## config.mk

```make
export PLATFORM = sky130hd
export DESIGN_NAME = acc_cpu_core
export DESIGN_NICKNAME = d
export VERILOG_FILES = /design/src/rtl/acc_cpu_pkg.sv /design/src/rtl/acc_cpu_mem.sv /design/src/rtl/acc_cpu_alu.sv /design/src/rtl/acc_cpu_flags.sv /design/src/rtl/acc_cpu_core.sv
export SDC_FILE = /design/constraint.sdc
export NUM_CORES = 2
export LEC_CHECK = 0
export BUFFER_PORTS_ARGS = -buffer_cell sky130_fd_sc_hd__buf_2
export CORE_MARGIN = 10
export CORE_UTILIZATION = 30
export CTS_BUF_LIST = sky130_fd_sc_hd__clkbuf_4
export DETAILED_ROUTE_END_ITERATION = 10
export SKIP_LAST_GASP = 1
export SLEW_MARGIN = 40
export SYNTH_ARGS = -nofsm -noshare
export SYNTH_HDL_FRONTEND = slang
export SYNTH_SLANG_ARGS = --single-unit
export TNS_END_PERCENT = 5
```

## constraint.sdc

```tcl
create_clock -name clk -period 8.74 [get_ports clk]
set_input_delay 1.311 -clock clk [delete_from_list [all_inputs] [get_ports clk]]
set_output_delay 1.311 -clock clk [all_outputs]
set_load 0.05 [all_outputs]
```

## src/rtl/acc_cpu_pkg.sv

```systemverilog
package acc_cpu_pkg;
  localparam int OP_W = 4;

  typedef enum logic [OP_W-1:0] {
    OP_NOP   = 4'd0,
    OP_LOAD  = 4'd1,
    OP_ADD   = 4'd2,
    OP_STORE = 4'd3,
    OP_SUB   = 4'd4,
    OP_IN    = 4'd5,
    OP_OUT   = 4'd6,
    OP_HALT  = 4'd7,
    OP_JMP   = 4'd8,
    OP_SKZ   = 4'd9,
    OP_SKP   = 4'd10,
    OP_SKN   = 4'd11
  } opcode_e;

  typedef enum logic [3:0] {
    ST_FADDR, ST_FREAD, ST_FDEC, ST_X0, ST_X1, ST_X2, ST_IN, ST_OUT, ST_HALT
  } state_e;

  typedef enum logic [1:0] {ALU_PASS, ALU_ADD, ALU_SUB} alu_op_e;
endpackage

```

## src/rtl/acc_cpu_mem.sv

```systemverilog
module acc_cpu_mem #(
  parameter int DATA_W = 16,
  parameter int ADDR_W = 8
) (
  input  logic              clk,
  input  logic              we,
  input  logic [ADDR_W-1:0] waddr,
  input  logic [DATA_W-1:0] wdata,
  input  logic              re,
  input  logic [ADDR_W-1:0] raddr,
  output logic [DATA_W-1:0] rdata
);
  localparam int DEPTH = 1 << ADDR_W;
  logic [DATA_W-1:0] words_q [DEPTH];

  // rdata is the machine's memory data register
  always_ff @(posedge clk) begin
    if (we) words_q[waddr] <= wdata;
    if (re) rdata <= words_q[raddr];
  end
endmodule

```

## src/rtl/acc_cpu_alu.sv

```systemverilog
module acc_cpu_alu
  import acc_cpu_pkg::*;
#(
  parameter int W = 16
) (
  input  alu_op_e      op,
  input  logic [W-1:0] a,
  input  logic [W-1:0] b,
  output logic [W-1:0] y
);
  always_comb begin
    unique case (op)
      ALU_ADD: y = a + b;
      ALU_SUB: y = a - b;
      default: y = b;
    endcase
  end
endmodule

```

## src/rtl/acc_cpu_flags.sv

```systemverilog
module acc_cpu_flags #(
  parameter int W = 16
) (
  input  logic [W-1:0] acc,
  output logic         zf,
  output logic         pf,
  output logic         nf
);
  always_comb begin
    zf = (acc == '0);
    nf = acc[W-1];
    pf = !acc[W-1] && (acc != '0);
  end
endmodule

```

## src/rtl/acc_cpu_core.sv

```systemverilog
module acc_cpu_core
  import acc_cpu_pkg::*;
#(
  parameter int DATA_W = 16,
  parameter int ADDR_W = 8
) (
  input  logic                  clk,
  input  logic                  rst_n,
  input  logic                  ld_we,
  input  logic [ADDR_W-1:0]     ld_addr,
  input  logic [DATA_W-1:0]     ld_data,
  input  logic                  in_valid,
  output logic                  in_ready,
  input  logic [DATA_W-1:0]     in_data,
  output logic                  out_valid,
  input  logic                  out_ready,
  output logic [DATA_W-1:0]     out_data,
  output logic [DATA_W-OP_W-1:0] dev_sel,
  output logic                  halted
);
  localparam int FIELD_W = DATA_W - OP_W;

  state_e            st_q;
  logic [ADDR_W-1:0] pc_q, mar_q;
  logic [DATA_W-1:0] ir_q, acc_q, mdr;
  opcode_e           op;
  alu_op_e           alu_op;
  logic [DATA_W-1:0] alu_y;
  logic              zf, pf, nf;
  logic              core_we, mem_we, mem_re;
  logic [ADDR_W-1:0] mem_waddr;
  logic [DATA_W-1:0] mem_wdata;

  assign op = opcode_e'(ir_q[DATA_W-1 -: OP_W]);

  // memory port sharing: loader owns the write side only under reset
  always_comb begin
    core_we   = (st_q == ST_X1) && (op == OP_STORE);
    mem_re    = (st_q == ST_FREAD) || ((st_q == ST_X1) && (op != OP_STORE));
    mem_we    = rst_n ? core_we : ld_we;
    mem_waddr = rst_n ? mar_q : ld_addr;
    mem_wdata = rst_n ? acc_q : ld_data;
  end

  acc_cpu_mem #(.DATA_W(DATA_W), .ADDR_W(ADDR_W)) mem_i (
    .clk(clk), .we(mem_we), .waddr(mem_waddr), .wdata(mem_wdata),
    .re(mem_re), .raddr(mar_q), .rdata(mdr)
  );

  always_comb begin
    unique case (op)
      OP_ADD:  alu_op = ALU_ADD;
      OP_SUB:  alu_op = ALU_SUB;
      default: alu_op = ALU_PASS;
    endcase
  end

  acc_cpu_alu #(.W(DATA_W)) alu_i (.op(alu_op), .a(acc_q), .b(mdr), .y(alu_y));
  acc_cpu_flags #(.W(DATA_W)) flags_i (.acc(acc_q), .zf(zf), .pf(pf), .nf(nf));

  always_ff @(posedge clk or negedge rst_n) begin
    if (!rst_n) begin
      st_q  <= ST_FADDR;
      pc_q  <= '0;
      mar_q <= '0;
      ir_q  <= '0;
      acc_q <= '0;
    end else begin
      unique case (st_q)
        ST_FADDR: begin
          mar_q <= pc_q;
          st_q  <= ST_FREAD;
        end
        ST_FREAD: st_q <= ST_FDEC;
        ST_FDEC: begin
          ir_q <= mdr;
          pc_q <= pc_q + 1'b1;
          st_q <= ST_X0;
        end
        ST_X0: begin
          st_q <= ST_FADDR;
          unique case (op)
            OP_LOAD, OP_ADD, OP_SUB, OP_STORE: begin
              mar_q <= ir_q[ADDR_W-1:0];
              st_q  <= ST_X1;
            end
            OP_JMP:  pc_q <= ir_q[ADDR_W-1:0];
            OP_SKZ:  if (zf) pc_q <= pc_q + 1'b1;
            OP_SKP:  if (pf) pc_q <= pc_q + 1'b1;
            OP_SKN:  if (nf) pc_q <= pc_q + 1'b1;
            OP_HALT: st_q <= ST_HALT;
            OP_IN:   st_q <= ST_IN;
            OP_OUT:  st_q <= ST_OUT;
            default: st_q <= ST_FADDR;
          endcase
        end
        ST_X1: st_q <= (op == OP_STORE) ? ST_FADDR : ST_X2;
        ST_X2: begin
          acc_q <= alu_y;
          st_q  <= ST_FADDR;
        end
        ST_IN: if (in_valid) begin
          acc_q <= in_data;
          st_q  <= ST_FADDR;
        end
        ST_OUT: if (out_ready) st_q <= ST_FADDR;
        default: st_q <= ST_HALT;
      endcase
    end
  end

  assign in_ready  = (st_q == ST_IN);
  assign out_valid = (st_q == ST_OUT);
  assign out_data  = acc_q;
  assign dev_sel   = ir_q[FIELD_W-1:0];
  assign halted    = (st_q == ST_HALT);

  a_r5_flags_exclusive: assert property (@(posedge clk) disable iff (!rst_n)
    $onehot({zf, pf, nf}));
  a_r8_out_hold: assert property (@(posedge clk) disable iff (!rst_n)
    out_valid && !out_ready |=> out_valid && $stable(out_data) && $stable(dev_sel));
  a_r7_in_wait: assert property (@(posedge clk) disable iff (!rst_n)
    in_ready && !in_valid |=> in_ready && $stable(acc_q));
  a_r9_halt_sticky: assert property (@(posedge clk) disable iff (!rst_n)
    halted |=> halted);
  a_r9_halt_quiet: assert property (@(posedge clk) disable iff (!rst_n)
    halted |-> !out_valid && !in_ready);
  a_r3_acc_source: assert property (@(posedge clk) disable iff (!rst_n)
    !$stable(acc_q) |-> ($past(st_q) == ST_X2) || ($past(st_q) == ST_IN));
  a_r10_no_write_running: assert property (@(posedge clk) disable iff (!rst_n)
    mem_we |-> (st_q == ST_X1));
endmodule

```

==> reports/qor.csv <==
stage,metric,value,unit
grt,grt_start_max_net_pins,165,
final_layout,layout-drive-gt1-share,0.363,
timing,finalSetupViolations,0,
synthesis,synth_flop_cell,edfxtp_1,
pwr,seqPwrFrac,0.430,
outcome,status,"complete, no violations",
route,wl_per_cell,26.4,um
grt,antenna_found_initial,23,
pwr,p_sw,0.0181,W
critical_path,startpoint_type,register,
critical_path,critPathKind,register to register,
critical_path,r2r_cells,8,
floorplanning,die_w,752,um
timing,fin_tns_setup,0,ns
clock_network,cts_buffer_depth,5,
floorplanning,start_util,0.301,
grt,grt.overflow.total,0,
final_layout,fin_nets,8461,
floorplanning,design.portCount,76,
synthesis,synth_top_area_cell,edfxtp_1,
timing,hold_viol,0,
timing,clock_skew,0.212,ns
placed_design,port_buffers,75,
pwr,irDropWorstVdd,292,uV
floorplanning,die_y,752,um
synthesis,syn_nets,7296,
timing,maxSlewViolCount,0,
synthesis,synth_edf_count,4112,
route,routed_wl,428000,um
route,postRouteAntennaNets,0,
critical_path,critPathArrivalTime,6.51,ns
clock_network,clock_latency,1.65,ns
timing,max_slew_margin,0.392,
floorplanning,dieArea,566000,um2
critical_path,cp-end-kind,register,
timing,max_freq,0.192,GHz
clock_network,cts_sinks,4164,
synthesis,synth-async-reset-ratio,0.0125,
synthesis,ys_seq_elements,4164,
synthesis,yosysWarnings,0,
final_layout,fillers,49300,
pwr,total_power,0.0564,W
timing,worst_pin_slew,0.913,ns
clock_network,postCtsHoldBufs,11,
synthesis,syn_avg_cell_area,22.2,um2
placed_design,hpwl,250000,um
final_layout,areaGrowthSynthToFinish,15.3,%
floorplanning,core,533000,um2
grt,first_global_vias,85300,
pwr,switching_share,0.320,
synthesis,synthDistinctLibCells,68,
clock_network,root_buffer,clkbuf_4,
placed_design,dp_cells,14400,
final_layout,finalNonFillerCells,16200,
clock_network,numCtsBuffers,1133,
clock_network,clk_pin_slew_worst_paths,0.06,ns
pwr,p_int,0.0383,W
final_layout,ff_latch_area,125000,um2
route,drcViolationCount,0,
route,drtIter0Drc,9340,
synthesis,netlist_area,161000,um2
floorplanning,num_rows,268,
route,via_per_inst,5.06,
timing,fin_hold_ws,0.208,ns
worst_hold_path,min_path_type,input port to async pin,
clock_network,post_cts_resized,0,
pwr,p_leak,58.1,nW
grt,grt_pass1_wl,612000,um
pwr,p_clk_frac,0.286,
pwr,power_frac_comb,0.284,
placed_design,place.gp.congestion,0.869,
synthesis,ys_seq_area_frac,0.776,
critical_path,cp_max_fo,43,
critical_path,crit_required,10.05,ns
timing,period_share,0.595,
final_layout,multiInputGateArea,34400,um2
route,dr.pass1.iters,7,
clock_network,h-tree-depth,7,
timing,rsz0062_at_grt,no,
job,maxCapViolCount,0,
synthesis,synth_area_leaders,"edfxtp_1 (77%), mux4_2 (14%), mux2i_1 (0.86%)",
grt,grt.total_usage,0.149,
clock_network,cts_setup_buffers,0,
clock_network,cts_tree,built,
timing,period_needed,5.20,ns
synthesis,yosys.area.top_type_share,0.768,
synthesis,syn_inst,7232,
pwr,power_density,304,nW/um2
route,vias,82200,
## stage by stage
step	area, um2	utilization	worst slack (ns)
5_1_grt	185000	0.347	3.38
4_1_cts	185000	0.347	3.55
2_1_floorplan	161000	-	4.02
3_5_place_dp	172000	0.322	3.67
6_report	185000	0.347	3.54
3_3_place_gp	171000	0.320	2.95
## sequential cells by signal, indices dropped and copies added (netlist names)
register / flops
mar_q: 8
out_data: 16
st_q: 4
pc_q: 8
ir_q: 16
mem_i.words_q: 4096
mem_i.rdata: 16
## per-layer routing
layer / vias to the layer above / global-route usage / part of all wire
li1: 33700 / - / -
met1: 43400 / 0.194 / 0.39
met5: - / 0 / 0.00018
met3: 688 / 0.0442 / 0.099
met2: 4351 / 0.232 / 0.47
met4: 12 / 0.0642 / 0.034
## cell usage in the layout (no fill, tap or decap), types with 16 or more instances in the layout
master and instances:
xnor2_1 19, a22o_1 78, nand2_1 131, nor2_1 260, a221oi_1 72, o22ai_1 163
a22oi_1 84, a21oi_1 64, nand3_1 34, nand4_1 19, or4_1 32, a221oi_2 27
ha_1 17, diode_2 21, buf_2 76, inv_2 26, mux4_2 1024, edfxtp_1 4112
clkinv_1 185, dfrtp_1 48, o21ai_0 76, a211oi_2 16, clkbuf_4 1549, a211oi_1 51
nor3_1 28, buf_4 301, buf_16 20, inv_1 20, mux2i_1 138, nor2_4 55
buf_6 19, mux2_2 22, nor2b_1 39, clkinv_2 24, mux2_8 16, buf_12 27
## power by group through the flow
stage / sequential (W) / combinational, W / clock (W)
global placement: 0.0247 / 0.0154 / 0
detailed placement: 0.0247 / 0.0159 / 0
finish: 0.0243 / 0.0160 / 0.0162
global route: 0.0243 / 0.0169 / 0.0177
CTS: 0.0243 / 0.0160 / 0.0166
floorplan: 0.0246 / 0.0105 / 0
## cells in the mapped netlist (71+ instances only)
cell and n:
buf_4 71, a221oi_1 72, a22o_1 78, mux2i_1 138, nor2_1 325, o22ai_1 164
a22oi_1 84, edfxtp_1 4112, buf_2 106, clkbuf_1 158, mux4_2 1024, nand2_1 141
o21ai_0 76
## layout make-up
class | count | share of cell area
flip-flops and latches | 4164 | 0.673
diodes | 21 | 0.000283
well taps | 7155 | 0.0483
clock buffers | 1548 | 0.0627
inverters | 21 | 0.000425
multi-input cells | 2622 | 0.186
clock inverters | 253 | 0.00752
repair buffers | 455 | 0.0219
## final timing paths
| check | start | to | slack [ns] |
|---|---|---|---|
| max in group asynchronous | rst_n | mar_q[0] | 7.10 |
| min in group clk | in_data[11] | out_data[11] | 0.22 |
| worst max-delay path | mar_q[1] | mem_i.rdata[1] | 3.54 |
| worst max register to register | mar_q[1] | mem_i.rdata[1] | 3.54 |
| worst min register to register | ir_q[9] | ir_q[9] | 0.51 |
| worst min-delay path | rst_n | st_q[2] | 0.21 |
## cell families after synthesis
logic type | share of synthesized area
compound gates | 0.0309
simple gates | 0.0197
buf+inv | 0.0156
flops | 0.776
mux | 0.155
xor+xnor | 0.00142
fa+ha+maj | 0.00153
## critical path, stage by stage, from the launching register on
cell and delay, ns:
dfrtp_4 0.89, buf_4 0.64, buf_4 0.66, mux4_2 0.33, o22ai_1 0.09, or4_1 0.69, nor2_1 0.46, nand4_1 0.49
a211oi_1 0.57
No activity file was read; power rests on OpenSTA's default activity.
